## config.mk

```make
export PLATFORM = sky130hd
export DESIGN_NAME = ptw_walker
export DESIGN_NICKNAME = d
export VERILOG_FILES = /design/src/rtl/ptw_pkg.sv /design/src/rtl/ptw_space_sel.sv /design/src/rtl/ptw_index.sv /design/src/rtl/ptw_entry_chk.sv /design/src/rtl/ptw_walker.sv
export SDC_FILE = /design/constraint.sdc
export NUM_CORES = 1
export LEC_CHECK = 0
export BUFFER_PORTS_ARGS = -buffer_cell sky130_fd_sc_hd__buf_2
export CAP_MARGIN = 15
export CORE_AREA = 2 2 205 207
export CTS_CLUSTER_DIAMETER = 150
export CTS_CLUSTER_SIZE = 12
export DETAILED_ROUTE_END_ITERATION = 10
export DIE_AREA = 0 0 207 209
export PLACE_DENSITY = 0.65
export SLEW_MARGIN = 20
export SYNTH_ARGS = -nofsm -noshare
export SYNTH_HDL_FRONTEND = slang
export SYNTH_HIERARCHICAL = 1
export SYNTH_SLANG_ARGS = --single-unit
```

## constraint.sdc

```tcl
create_clock -name clk -period 4.29 [get_ports clk]
set_clock_uncertainty 0.05 [all_clocks]
set_input_delay 0.858 -clock clk [delete_from_list [all_inputs] [get_ports clk]]
set_output_delay 0.858 -clock clk [all_outputs]
set_load 0.01 [all_outputs]
```

## src/rtl/ptw_pkg.sv

```systemverilog
`timescale 1ns/1ps
package ptw_pkg;
    localparam int VA_W      = 64;
    localparam int PG_LSB    = 12;   // page offset width
    localparam int SEG_ORG_L = 11;   // low bit of page-table origin in a segment entry
    localparam int TYPE_LO   = 2;
    localparam int TYPE_HI   = 3;
    localparam int ENT_INV   = 5;    // invalid bit of an upper entry
    localparam int CE_REAL   = 5;    // real-space bit of a control element
    localparam int PTE_RO    = 9;
    localparam int PTE_INV   = 10;

    localparam logic [1:0] ACC_WRITE = 2'd1;
    localparam logic [1:0] ACC_FETCH = 2'd2;
    localparam logic [1:0] SP_PRI    = 2'd1;
    localparam logic [1:0] SP_SEC    = 2'd2;
    localparam logic [1:0] SP_HOME   = 2'd3;

    typedef enum logic [2:0] {
        FLT_NONE = 3'd0,
        FLT_SEG  = 3'd1,
        FLT_PAGE = 3'd2,
        FLT_SPEC = 3'd3,
        FLT_PROT = 3'd4
    } flt_e;

    typedef enum logic [1:0] {
        ST_IDLE,
        ST_TOP,
        ST_REQ,
        ST_WAIT
    } st_e;

    // byte offset of the entry in an upper table of the given type
    function automatic logic [VA_W-1:0] upper_offset(input logic [VA_W-1:0] va,
                                                     input logic [1:0] tbl);
        logic [VA_W-1:0] sh;
        case (tbl)
            2'd3:    sh = va >> 50;
            2'd2:    sh = va >> 39;
            2'd1:    sh = va >> 28;
            default: sh = va >> 17;
        endcase
        return sh & 64'h3FF8;
    endfunction

    function automatic logic [VA_W-1:0] page_offset(input logic [VA_W-1:0] va);
        return (va >> 9) & 64'h07F8;
    endfunction

    // address too wide for the topmost table type
    function automatic logic range_bad(input logic [VA_W-1:0] va, input logic [1:0] top);
        case (top)
            2'd2:    return |(va & 64'hFFE0_0000_0000_0000);
            2'd1:    return |(va & 64'hFFFF_FC00_0000_0000);
            2'd0:    return |(va & 64'hFFFF_FFFF_8000_0000);
            default: return 1'b0;
        endcase
    endfunction
endpackage

```

## src/rtl/ptw_space_sel.sv

```systemverilog
`timescale 1ns/1ps
module ptw_space_sel
    import ptw_pkg::*;
(
    input  logic [1:0]      space_i,
    input  logic [1:0]      acc_i,
    input  logic [VA_W-1:0] ce_pri_i,
    input  logic [VA_W-1:0] ce_sec_i,
    input  logic [VA_W-1:0] ce_home_i,
    output logic [VA_W-1:0] ce_o,
    output logic [1:0]      code_o
);
    always_comb begin
        if (space_i == SP_SEC && acc_i == ACC_FETCH) begin
            code_o = SP_PRI;
        end else if (space_i == 2'd0) begin
            code_o = SP_PRI;
        end else begin
            code_o = space_i;
        end
        case (code_o)
            SP_SEC:  ce_o = ce_sec_i;
            SP_HOME: ce_o = ce_home_i;
            default: ce_o = ce_pri_i;
        endcase
    end
endmodule

```

## src/rtl/ptw_index.sv

```systemverilog
`timescale 1ns/1ps
module ptw_index
    import ptw_pkg::*;
(
    input  logic [VA_W-1:0] va_i,
    input  logic [VA_W-1:0] desc_i,
    input  logic [1:0]      tbl_i,
    input  logic            page_i,
    output logic [VA_W-1:0] addr_o
);
    logic [VA_W-1:0] up_org;
    logic [VA_W-1:0] pt_org;
    logic            unused_low;

    assign up_org     = {desc_i[VA_W-1:PG_LSB], {PG_LSB{1'b0}}};
    assign pt_org     = {desc_i[VA_W-1:SEG_ORG_L], {SEG_ORG_L{1'b0}}};
    assign unused_low = ^desc_i[SEG_ORG_L-1:0];

    always_comb begin
        if (page_i) addr_o = pt_org + page_offset(va_i);
        else        addr_o = up_org + upper_offset(va_i, tbl_i);
    end
endmodule

```

## src/rtl/ptw_entry_chk.sv

```systemverilog
`timescale 1ns/1ps
module ptw_entry_chk
    import ptw_pkg::*;
(
    input  logic       page_i,
    input  logic [1:0] tbl_i,
    input  logic       wr_i,
    input  logic       ent_inv_i,
    input  logic [1:0] ent_type_i,
    input  logic       pte_inv_i,
    input  logic       pte_ro_i,
    output flt_e       flt_o,
    output logic       ro_o
);
    assign ro_o = pte_ro_i;

    always_comb begin
        flt_o = FLT_NONE;
        if (page_i) begin
            if (pte_inv_i)               flt_o = FLT_PAGE;
            else if (pte_ro_i && wr_i)   flt_o = FLT_PROT;
        end else begin
            if (ent_inv_i)               flt_o = FLT_SEG;
            else if (ent_type_i != tbl_i) flt_o = FLT_SPEC;
        end
    end
endmodule

```

## src/rtl/ptw_walker.sv

```systemverilog
`timescale 1ns/1ps
module ptw_walker
    import ptw_pkg::*;
(
    input  logic        clk,
    input  logic        rst,
    input  logic        start,
    input  logic [63:0] vaddr_i,
    input  logic [1:0]  acc_i,
    input  logic [1:0]  space_i,
    input  logic        xlate_en_i,
    input  logic [63:0] ce_pri_i,
    input  logic [63:0] ce_sec_i,
    input  logic [63:0] ce_home_i,
    output logic        mem_req_o,
    output logic [63:0] mem_addr_o,
    input  logic        mem_valid_i,
    input  logic [63:0] mem_rdata_i,
    output logic        busy_o,
    output logic        done_o,
    output logic [63:0] real_addr_o,
    output logic        wr_ok_o,
    output logic [2:0]  fault_o,
    output logic [63:0] exc_word_o
);
    st_e             state_q, state_d;
    logic [VA_W-1:0] va_q, desc_q;
    logic [1:0]      acc_q, code_q, tbl_q, tbl_d;
    logic            page_q, page_d, xoff_q, load_desc;

    logic [VA_W-1:0] sel_ce;
    logic [1:0]      sel_code;
    logic [VA_W-1:0] tbl_addr;
    flt_e            ent_flt;
    logic            ent_ro;

    logic            fin, fin_wr;
    flt_e            fin_flt;
    logic [VA_W-1:0] fin_real;

    logic            done_q, wr_q;
    flt_e            flt_q;
    logic [VA_W-1:0] real_q, exc_q;
    logic            unused_bits;

    ptw_space_sel u_sel (
        .space_i   (space_i),
        .acc_i     (acc_i),
        .ce_pri_i  (ce_pri_i),
        .ce_sec_i  (ce_sec_i),
        .ce_home_i (ce_home_i),
        .ce_o      (sel_ce),
        .code_o    (sel_code)
    );

    ptw_index u_idx (
        .va_i   (va_q),
        .desc_i (desc_q),
        .tbl_i  (tbl_q),
        .page_i (page_q),
        .addr_o (tbl_addr)
    );

    ptw_entry_chk u_ent (
        .page_i     (page_q),
        .tbl_i      (tbl_q),
        .wr_i       (acc_q == ACC_WRITE),
        .ent_inv_i  (mem_rdata_i[ENT_INV]),
        .ent_type_i (mem_rdata_i[TYPE_HI:TYPE_LO]),
        .pte_inv_i  (mem_rdata_i[PTE_INV]),
        .pte_ro_i   (mem_rdata_i[PTE_RO]),
        .flt_o      (ent_flt),
        .ro_o       (ent_ro)
    );

    assign unused_bits = ^{mem_rdata_i[1:0], mem_rdata_i[4], mem_rdata_i[8:6],
                           mem_rdata_i[11], desc_q[1:0], desc_q[4], desc_q[11:6]};

    always_comb begin
        state_d   = state_q;
        tbl_d     = tbl_q;
        page_d    = page_q;
        load_desc = 1'b0;
        fin       = 1'b0;
        fin_flt   = FLT_NONE;
        fin_real  = va_q;
        fin_wr    = 1'b1;
        case (state_q)
            ST_IDLE: if (start) state_d = ST_TOP;
            ST_TOP: begin
                if (xoff_q || desc_q[CE_REAL]) begin
                    fin = 1'b1;
                end else if (range_bad(va_q, desc_q[TYPE_HI:TYPE_LO])) begin
                    fin     = 1'b1;
                    fin_flt = FLT_SPEC;
                end else begin
                    state_d = ST_REQ;
                    tbl_d   = desc_q[TYPE_HI:TYPE_LO];
                    page_d  = 1'b0;
                end
            end
            ST_REQ: state_d = ST_WAIT;
            ST_WAIT: begin
                if (mem_valid_i) begin
                    if (ent_flt != FLT_NONE) begin
                        fin     = 1'b1;
                        fin_flt = ent_flt;
                    end else if (page_q) begin
                        fin      = 1'b1;
                        fin_real = {mem_rdata_i[VA_W-1:PG_LSB], va_q[PG_LSB-1:0]};
                        fin_wr   = !ent_ro;
                    end else begin
                        load_desc = 1'b1;
                        state_d   = ST_REQ;
                        if (tbl_q == 2'd0) page_d = 1'b1;
                        else               tbl_d  = tbl_q - 2'd1;
                    end
                end
            end
            default: state_d = ST_IDLE;
        endcase
        if (fin_flt != FLT_NONE) begin
            fin_real = '0;
            fin_wr   = 1'b0;
        end
        if (fin) state_d = ST_IDLE;
    end

    always_ff @(posedge clk) begin
        if (rst) begin
            state_q <= ST_IDLE;
            va_q    <= '0;
            desc_q  <= '0;
            acc_q   <= '0;
            code_q  <= SP_PRI;
            tbl_q   <= '0;
            page_q  <= 1'b0;
            xoff_q  <= 1'b0;
            done_q  <= 1'b0;
            wr_q    <= 1'b0;
            flt_q   <= FLT_NONE;
            real_q  <= '0;
            exc_q   <= '0;
        end else begin
            state_q <= state_d;
            tbl_q   <= tbl_d;
            page_q  <= page_d;
            done_q  <= 1'b0;
            if (state_q == ST_IDLE && start) begin
                va_q   <= vaddr_i;
                acc_q  <= acc_i;
                code_q <= sel_code;
                desc_q <= sel_ce;
                xoff_q <= !xlate_en_i;
            end
            if (load_desc) desc_q <= mem_rdata_i;
            if (fin) begin
                done_q <= 1'b1;
                flt_q  <= fin_flt;
                real_q <= fin_real;
                wr_q   <= fin_wr;
                if (fin_flt != FLT_NONE)
                    exc_q <= {va_q[VA_W-1:PG_LSB], {(PG_LSB-3){1'b0}},
                              fin_flt == FLT_PROT, 1'b0, 1'b0} | {62'd0, code_q};
                else
                    exc_q <= '0;
            end
        end
    end

    assign mem_req_o   = (state_q == ST_REQ);
    assign mem_addr_o  = tbl_addr;
    assign busy_o      = (state_q != ST_IDLE);
    assign done_o      = done_q;
    assign real_addr_o = real_q;
    assign wr_ok_o     = wr_q;
    assign fault_o     = flt_q;
    assign exc_word_o  = exc_q;
endmodule

```

==> Word level (Yosys, flattened, before mapping) <==
Cells that the tools add are included.
{ "totals": {"regBits": 271, "latchBits": 0, "ramBits": 0, "rom_bits": 0, "input_bits": 329, "out_inout_bits": 199, "elab_cells": 125, "n_memories": 0} }
{ "op_classes": {"addsub": 3, "mul": 0, "div": 0, "magnitude_cmp": 0, "n_eq_ne": 22, "n_shift": 0, "muxes": 64, "bitwise_logic": 1, "n_reduce_logical": 22} }
{ "ops": {"columns": ["op", "count"], "rows": [
  ["$mux 64", 9],
  ["$pmux 64 s2", 1],
  ["$add 64x11->64", 1],
  ["$add 64x14->64", 1],
  ["$or 64x2->64", 1],
  ["$pmux 14 s3", 1],
  ["$mux 2", 17],
  ["$reduce_or 33->1", 1],
  ["$mux 1", 23],
  ["$reduce_or 22->1", 1],
  ["$eq 2x2->1 const B", 9],
  ["$mux 3", 6],
  ["$mux 14", 1],
  ["$ne 2x2->1 const B", 7],
  ["$reduce_or 11->1", 1],
  ["$eq 2x1->1 const B", 4],
  ["$logic_not 2->1", 4],
  ["$pmux 2 s4", 1],
  ["$reduce_and 7->1", 1],
  ["$pmux 3 s2", 1],
  ["$reduce_and 6->1", 1],
  ["$reduce_bool 2->1", 3],
  ["$reduce_bool 3->1", 2],
  ["$reduce_and 5->1", 1],
  ["10 further kinds", 14]
]} }

==> Depth between registers and ports, before layout <==
Gate-level depths: netlist (run 1).
{ "logic_depth": {"depth_word": 12, "depth_mapped": 10, "ltp_nobuf": 8} }

==> Cells and area by module <==
Netlist (run 1), hierarchy kept.
{ "modules_own_cells": {"columns": ["mod", "n_inst", "cells_each", "area_each_um2", "seq_area_each_um2"], "rows": [
  ["ptw_walker", 1, 1172, 10373.7, 5245.0],
  ["ptw_index", 1, 189, 1514.0, 0.0],
  ["ptw_space_sel", 1, 161, 1243.7, 0.0],
  ["ptw_entry_chk", 1, 9, 63.8, 0.0]
]} }

==> Worst setup path before layout (run 1) <==
No wires, ideal clock.
{ "synth_timing": {"path_kind": "flip-flop to output port", "start": "register tbl_q[1]", "end": "output mem_addr_o[57]", "arrival_ps": 2973, "required_time_ps": 3382, "slack_ps": 409, "path_stages_with_launch": 10, "n_path_buf": 2, "path_cell_list": "dfxtp_1 -> buf_1 -> mux4_2 -> ha_1 -> a21oi_1 -> nor4_4 -> nand3_1 -> buf_4 -> nor4_2 -> xor2_1"} }
{ "synth_between": {"elab_chain_cells": 5, "elab_cells_between_ends": 7, "cone_classes": "add/sub (1); eq/ne (3); mux (3)"} }
{ "synth_rtl": {"columns": ["item", "line", "source"], "rows": [
  ["from (decl)", "ptw_walker.sv:28", "logic [1:0] acc_q, code_q, tbl_q, tbl_d;"],
  ["from (signal assigned)", "ptw_walker.sv:146", "tbl_q <= tbl_d;"],
  ["$eq 2x1->1 / $eq 2x2->1 (equally long branches)", "ptw_pkg.sv:38", "case (tbl)"],
  ["$pmux 14 s3 *", "ptw_pkg.sv:38", null],
  ["$mux 14 *", "ptw_index.sv:20", "if (page_i) addr_o = pt_org + page_offset(va_i);"],
  ["$add 64x14->64 *", "ptw_index.sv:21", "else addr_o = up_org + upper_offset(va_i, tbl_i);"],
  ["$mux 64 *", "ptw_index.sv:20", null],
  ["to (decl)", "ptw_walker.sv:16", "output logic [63:0] mem_addr_o,"]
]} }
Mark *: on every way between the ends. The rest lies on a longest branch, timed or not. The select of a mux whose other input is x is not followed.

==> Final worst setup path (run 1) <==
{ "layout_timing": {"start": "register tbl_q[0]", "end": "output mem_addr_o[51]"} }
Same word-level chain as after synthesis.

==> results of run 1 <==
[per-stage QoR]
stage	power, mW	std cells	util, %	setup slack, ps	hold slack, ps
finish	5.73	2426	39.5	71.6	405
floorplan	3.25	1485	-	409	382
global placement	3.75	2383	37.6	360	391
global route	5.96	2425	39.5	-55.5	420
CTS	5.77	2411	39.2	29.6	408
detailed placement	3.77	2383	37.6	319	398
[area by class of cell]
type | instances | area (sq um)
Fill cell | 4203 | 25000
Multi-Input combinational cell | 1051 | 6980
Sequential cell | 254 | 5090
Timing Repair Buffer | 520 | 2790
Tap cell | 539 | 674
Clock buffer | 25 | 626
Inverter | 23 | 86.3
Clock inverter | 2 | 31.3
Antenna cell | 12 | 30.0
[cell usage in the layout, fill, tap and decap left out, drive strengths merged, types with 11 or more instances in the layout]
| master | count |
|---|---|
| a22o | 56 |
| nor4 | 21 |
| a21oi | 75 |
| diode | 12 |
| mux2 | 11 |
| a311oi | 58 |
| nand3 | 28 |
| mux4 | 11 |
| a221o | 56 |
| dfxtp | 254 |
| xnor2 | 27 |
| nand4 | 73 |
| inv | 25 |
| mux2i | 52 |
| nor2 | 77 |
| xor2 | 25 |
| buf | 520 |
| nor3 | 12 |
| o31ai | 66 |
| conb | 12 |
| and3 | 68 |
| clkbuf | 25 |
| nand2 | 276 |
[per-layer routing]
metal,global-route usage [%],routed length (um),share of wire [%],vias up
met2,40.5,26200,46,669
met3,4.10,4190,7.4,109
li1,-,-,-,6209
met5,0,14,0.025,-
met1,33.2,24300,43,6449
met4,8.94,1970,3.5,2
[sequential cells by signal (all words and copies together) (netlist names)]
| register | cells |
|---|---|
| exc_word_o | 55 |
| fault_o | 3 |
| done_o | 1 |
| code_q | 2 |
| state_q | 2 |
| wr_ok_o | 1 |
| va_q | 64 |
| desc_q | 56 |
| real_addr_o | 64 |
| xoff_q | 1 |
| page_q | 1 |
| acc_q | 2 |
| tbl_q | 2 |
[power by group]
| group | switching [mW] | internal, mW | total [mW] |
|---|---|---|---|
| logic | 0.657 | 0.403 | 1.06 |
| clock network | 0.969 | 1.04 | 2.01 |
| registers | 0.173 | 2.49 | 2.66 |
[how the worst max path moves through the flow]
stage / end / slack (ps) / cells after the start
after floorplan: mem_addr_o[57] / 410 / 9
after global placement: mem_addr_o[63] / 360 / 9
after detailed placement: mem_addr_o[63] / 320 / 9
after CTS: mem_addr_o[51] / 30 / 10
after global routing: mem_addr_o[51] / -60 / 10
final: mem_addr_o[51] / 70 / 10
[what timing repair did]
item / CTS / global route
gates resized for setup: 4 / 12
hold endpoints to repair: 0 / 0
setup endpoints to repair: 18 / 14
buffers inserted: 1 / 3
pin swaps: 2 / 7
[worst min-delay path, stage by stage (launching register included)]
cell and delay, ps:
dfxtp_1 310, nand2_1 50, a21oi_1 50
==> metrics.cfg, run 1 <==
[status]
status = completed

[critical_path]
worstPathRequired_ps = 3380
r2r-start = tbl_q[1]$_SDFFE_PP0P_
critical_path.startpoint = tbl_q[0]$_SDFFE_PP0P_
arrival_ps = 3310
startpoint_type = flop
path_buf_inv = 3
regToRegSetupSlack_ps = 940
r2r_cells = 9
slowest_stage = mux4_2
path_max_fanout = 7
critPathMaxStageDelay_ps = 570
path_cells = mux4_2, ha_4, a21oi_4, nor4_4, nand3_2, buf_8, buf_4, nor3_4, xor2_1, buf_2
path_class = flop to output port
cp-end-kind = output port
reg2reg_to = real_addr_o[61]$_SDFFE_PP0P_
path_delay_family = simple AND/OR/NAND/NOR gates

[timing]
drv_slew = 0
worstMarginPinSlew_ps = 945
finalHoldViolations = 0
fin_crit_sh_pct = 98.3
maxSlewHeadroom_pct = 37.0
fmaxAchievable_ghz = 0.237
finalSetupViolations = 0
grt_setup_unrepaired = true
setup_tns_ps = 0
post-route-min-period_ps = 4220

[clock_tree]
clk_path_buf_depth = 3
hold_buffers = 0
cts_buffers = 25
htreeDepth = 1
cts.sinks = 254
cts_tree = yes
clk_latency_ps = 550
path_clk_slew_ps = 70
cts_root_buf = clkbuf_16

[global_route]
grt.overflow.total = 0
grt_max_degree = 76
grt_pass1_wl_um = 83500
grt_pass1_vias = 13100
antenna_found_initial = 12
track_usage_pct = 24.9

[floorplanning]
start_util_pct = 30.9
fp.dieW_um = 207
core_area_sq_um = 41300
pin_count = 528
dieArea_sq_um = 43300
die_h_um = 209
rows = 75

[synthesis]
yosysWarningCount = 6
synthCells = 1475
syn_area_sq_um = 12700
syn_area_per_cell_sq_um = 8.64

[placement]
gp_congestion = 0.902
placed_area_sq_um = 15500
place_hpwl_um = 40700
io_buffers = 485

[finish]
nNetsFinal = 2208
syn_to_final_growth_pct = 28.0
fin_area_sq_um = 16300
layout-drive-gt1-share_pct = 32.2

[route]
via_per_inst = 5.54
drc = 0
vias = 13400
drt_iter0_drc = 1085
routedWlPerCell_um = 23.4
routed_wl_um = 56700
drtAntennaViolNets = 0
dr.pass1.iters = 6

[run]
drv_cap = 0

[power_and_ir_drop]
p_leak_nw = 7.64
vdd_ir_drop_max_mv = 0.205
powerDensity_nw_per_um2 = 351

[min_path]
hold_path_end = va_q[5]$_SDFFE_PP0P_
hold_depth = 2
hp-class = flop to flop
hold_start = va_q[5]$_SDFFE_PP0P_

Note: power is estimated with default switching activity, not from simulation.
==> inputs of run 2 (changes only) <==
--- a/config.mk
+++ b/config.mk
@@ -12,8 +12,7 @@
 export CTS_CLUSTER_SIZE = 12
 export DETAILED_ROUTE_END_ITERATION = 10
 export DIE_AREA = 0 0 207 209
-export PLACE_DENSITY = 0.65
-export SLEW_MARGIN = 20
+export PLACE_DENSITY = 0.69
 export SYNTH_ARGS = -nofsm -noshare
 export SYNTH_HDL_FRONTEND = slang
 export SYNTH_HIERARCHICAL = 1
==> run 2 against run 1 <==
Compared with the run above: utilization down 0.19 points; hold slack lost 2.4 ps; register-to-register slack better by 390 ps; via count rose by 0.93%; count of clock-buffer cells in the layout unchanged; worst setup slack improved by 45 ps; largest cell class unchanged; largest power group unchanged; global-route usage up 0.36 points; fmax increased by 1.1%; flip-flop and latch count is the same.
==> metrics.cfg, run 2 (synthesis results as in run 1) <==
[floorplanning]
start_util_pct = 30.9
fp.dieW_um = 207
dieArea_sq_um = 43300
rows = 75
die_h_um = 209
core_area_sq_um = 41300
pin_count = 528

[timing]
final.setup.worst_slack_ps = 116
whs_ps = 402
fin_crit_sh_pct = 97.3
drv_slew = 0
setup_tns_ps = 0
finalSetupViolations = 0
worstMarginPinSlew_ps = 1080
fmaxAchievable_ghz = 0.240
finalHoldViolations = 0
post-route-min-period_ps = 4170
maxSlewHeadroom_pct = 27.9
grt_setup_unrepaired = false

[clock_tree]
cts_setup_buffers = 0
cts_buffers = 25
path_clk_slew_ps = 60
hold_buffers = 0
cts_root_buf = clkbuf_16
cts_tree = yes
clk_latency_ps = 540
cts.sinks = 254
htreeDepth = 1
clk_path_buf_depth = 3

[finish]
layout-drive-gt1-share_pct = 31.9
syn_to_final_growth_pct = 27.3
fin_util_pct = 39.3
final_common_cell = buf_2
nNetsFinal = 2206
final_cell_mix = 484 x buf_2, 273 x nand2_1, 252 x dfxtp_1
stdcell_count = 2423
fin_area_sq_um = 16200

[route]
vias = 13600
wl_met2_um = 26500
drt_iter0_drc = 1278
drtAntennaViolNets = 0
wl_met3_um = 4330
drc = 0
routedWlPerCell_um = 23.8
wl_met1_um = 24800
dr.pass1.iters = 5
routed_wl_um = 57600
via_per_inst = 5.60
route.top_layer_used = met5

[critical_path]
r2r_cells = 10
startpoint_type = flop
path_max_fanout = 11
worstPathRequired_ps = 3380
critical_path.startpoint = tbl_q[0]$_SDFFE_PP0P_
arrival_ps = 3270
cp-end-kind = output port
r2r-start = tbl_q[0]$_SDFFE_PP0P_
path_class = flop to output port
setup.worst_path.end = mem_addr_o[59]
reg2reg_to = real_addr_o[62]$_SDFFE_PP0P_
regToRegSetupSlack_ps = 1330

[power_and_ir_drop]
p_total_mw = 5.69
p_leak_nw = 7.64
powerDensity_nw_per_um2 = 351
vdd_ir_drop_max_mv = 0.333

[placement]
dp_slack_ps = 357
placed_area_sq_um = 15500
gp_congestion = 0.925
place_hpwl_um = 41900
dp_cells = 2385
io_buffers = 485

[global_route]
grt_pass1_wl_um = 83900
grt.overflow.total = 0
antenna_found_initial = 15
track_usage_pct = 25.2
grt_pass1_vias = 12800
grt_max_degree = 88

[min_path]
hp-class = flop to flop

[run]
drv_cap = 0

[status]
status = completed

==> run 2: final cells by class <==
type,instances,area (sq um)
Sequential cell,254,5090
Tap cell,539,674
Timing Repair Buffer,518,2740
Multi-Input combinational cell,1051,6970
Clock buffer,25,626
Inverter,23,87.6
Fill cell,4244,25100
Clock inverter,1,11.3
Antenna cell,12,30.0
==> run 2: metal layers <==
layer / up-vias / track usage, %
met2: 681 / 40.7
li1: 6213 / -
met5: - / 0
met4: 4 / 9.66
met1: 6550 / 33.9
met3: 115 / 4.07
==> run 2: how the worst min path moves through the flow <==
| stage | startpoint | endpoint | slack (ps) | depth (start not counted) |
|---|---|---|---|---|
| floorplan | acc_q[0]$_SDFFE_PP0P_ | acc_q[0]$_SDFFE_PP0P_ | 380 | 2 |
| global placement | acc_q[0]$_SDFFE_PP0P_ | acc_q[0]$_SDFFE_PP0P_ | 390 | 2 |
| detailed placement | acc_q[0]$_SDFFE_PP0P_ | acc_q[0]$_SDFFE_PP0P_ | 390 | 2 |
| CTS | acc_q[0]$_SDFFE_PP0P_ | acc_q[0]$_SDFFE_PP0P_ | 400 | 2 |
| global route | acc_q[1]$_SDFFE_PP0P_ | acc_q[1]$_SDFFE_PP0P_ | 430 | 2 |
| finish | va_q[6]$_SDFFE_PP0P_ | real_addr_o[6]$_SDFFE_PP0P_ | 400 | 2 |
==> run 2: worst max-delay path, cell delays in order, from the launching register on <==
cell	delay, ps
dfxtp_2	360
mux4_2	560
ha_1	320
a21oi_2	90
nor4_4	400
nand3_1	150
buf_6	200
nor4_4	280
xor2_1	190
buf_2	150
==> run 2: what timing repair did <==
item	4_1_cts	5_1_grt
cloned	0	0
resized for setup	2	10
endpoints found under the setup margin	7	10
pin swaps	2	3
==> run 2: report_power, final <==
group | internal [mW] | switching [mW]
Combinational | 0.404 | 0.666
Clock | 1.03 | 0.936
Sequential | 2.49 | 0.168
Total | 3.92 | 1.77
==> inputs of run 3 (changes only) <==
--- a/config.mk
+++ b/config.mk
@@ -13,6 +13,7 @@
 export DETAILED_ROUTE_END_ITERATION = 10
 export DIE_AREA = 0 0 207 209
 export PLACE_DENSITY = 0.69
+export RECOVER_POWER = 100
 export SYNTH_ARGS = -nofsm -noshare
 export SYNTH_HDL_FRONTEND = slang
 export SYNTH_HIERARCHICAL = 1
==> run 3 against run 2 <==
Compared with the run above: register-to-register slack lost 960 ps; routed wire length grew 0.40%; the run now ends with capacitance limit, slew limit left; sequential power about the same; critical path type unchanged.
==> metrics.cfg, run 3 (synthesis results as in run 1) <==
[clock_tree]
cts_root_buf = clkbuf_16
path_clk_slew_ps = 60
cts_buffers = 25
clk_path_buf_depth = 3
cts.sinks = 254
hold_buffers = 0
htreeDepth = 1
cts_tree = yes
clk_latency_ps = 540

[critical_path]
arrival_ps = 3270
path_max_fanout = 11
startpoint_type = flop
slowest_stage = dfxtp_1
r2r_cells = 10
critPathMaxStageDelay_ps = 420
worstPathRequired_ps = 3380
path_class = flop to output port
path_cells = mux4_2, ha_1, fa_1, nand2b_1, nor4_4, nand4_1, buf_4, nor4_1, xor2_1, clkbuf_1
cp-end-kind = output port

[finish]
syn_to_final_growth_pct = 25.1
fin_area_sq_um = 15900
stdcell_count = 2423
final_common_cell = buf_2
layout-drive-gt1-share_pct = 22.4
nNetsFinal = 2206
final_cell_mix = 309 x buf_2, 273 x nand2_1, 252 x dfxtp_1

[timing]
finalSetupViolations = 0
maxSlewHeadroom_pct = -68.1
fin_crit_sh_pct = 97.4
drv_slew = 58
fmaxAchievable_ghz = 0.239
whs_ps = 401
finalHoldViolations = 0
final.setup.worst_slack_ps = 112
post-route-min-period_ps = 4180
worstMarginPinSlew_ps = 2520

[route]
drc = 0
drt_iter0_drc = 1273
vias = 13600
routed_wl_um = 57900
dr.pass1.iters = 5
via_per_inst = 5.62
routedWlPerCell_um = 23.9
drtAntennaViolNets = 0

[global_route]
grt_max_degree = 88
grt_pass1_wl_um = 83900
grt.overflow.total = 0
grt_pass1_vias = 12800
antenna_found_initial = 15
track_usage_pct = 25.2

[power_and_ir_drop]
powerDensity_nw_per_um2 = 356
vdd_ir_drop_max_mv = 0.329
p_leak_nw = 6.85

[floorplanning]
dieArea_sq_um = 43300
core_area_sq_um = 41300
pin_count = 528
fp.dieW_um = 207
start_util_pct = 30.9
rows = 75
die_h_um = 209

[placement]
dp_cells = 2385
io_buffers = 485
gp_congestion = 0.925
placed_area_sq_um = 15500
dp_slack_ps = 357
place_hpwl_um = 41900

[status]
violations = capacitance limit, slew limit
status = finished, violations left

[min_path]
hold_depth = 2
hp-class = flop to flop

[run]
drv_cap = 1

## run 3: cell count changes in the layout (fill, tap and decap cells not counted), sizes merged
| cell | before | now |
|---|---|---|
| clkbuf | 25 | 209 |
| buf | 518 | 334 |
## run 3: final cells by class
class / count / area [sq um]
clock inverters: 1 / 11.3
clock buffers: 25 / 626
well taps: 539 / 674
fillers: 4332 / 25300
multi-input cells: 1051 / 6950
inverters: 23 / 87.6
flip-flops and latches: 254 / 5090
repair buffers: 518 / 2480
diodes: 12 / 30.0
## run 3: timing repair
item                                    4_1_cts  5_1_grt
endpoints found under the setup margin        7       10
resized for setup                             2       10
pin swaps                                     2        3
endpoints found under the hold margin         0        0
buffers inserted                              0        0
## run 3: where the power goes
| part | switching, mW | internal, mW |
|---|---|---|
| clock | 0.942 | 1.03 |
| combinational | 0.666 | 0.376 |
| sequential | 0.170 | 2.49 |
## run 3: critical path: cells and delay by family, from the launching register on
family,cells,cell delay [ps]
XOR/XNOR,1,190
buffers and inverters,2,400
AND/OR/NAND/NOR,4,990
multiplexers,1,290
adder cells (fa/ha/maj),2,430
flip-flops,1,420
## run 3: path summary, 6_finish.rpt
path	from	end	slack, ps
max	va_q[40]$_SDFFE_PP0P_	mem_addr_o[62]	110
min	va_q[6]$_SDFFE_PP0P_	real_addr_o[6]$_SDFFE_PP0P_	400
max reg2reg	tbl_q[0]$_SDFFE_PP0P_	desc_q[50]$_SDFFE_PP0P_	370
min reg2reg	va_q[6]$_SDFFE_PP0P_	real_addr_o[6]$_SDFFE_PP0P_	400
## run 3: layer usage
metal | GRT usage [%] | vias up | routed length (um) | part of all wire [%]
met5 | 0 | - | 25 | 0.043
met4 | 9.66 | 4 | 2180 | 3.8
met3 | 4.07 | 124 | 4590 | 7.9
met2 | 40.7 | 685 | 26500 | 46
met1 | 33.9 | 6580 | 24600 | 42
li1 | - | 6217 | - | -
## run 3: metrics by stage
step                      util (%)  setup TNS, ps  power (mW)
final                         38.6              0        5.67
after global routing          38.6          -10.9        5.89
after CTS                     39.1              0        5.73
after detailed placement      37.5              0        3.77
after global placement        37.5              0        3.75
after floorplan                  -              0        3.25
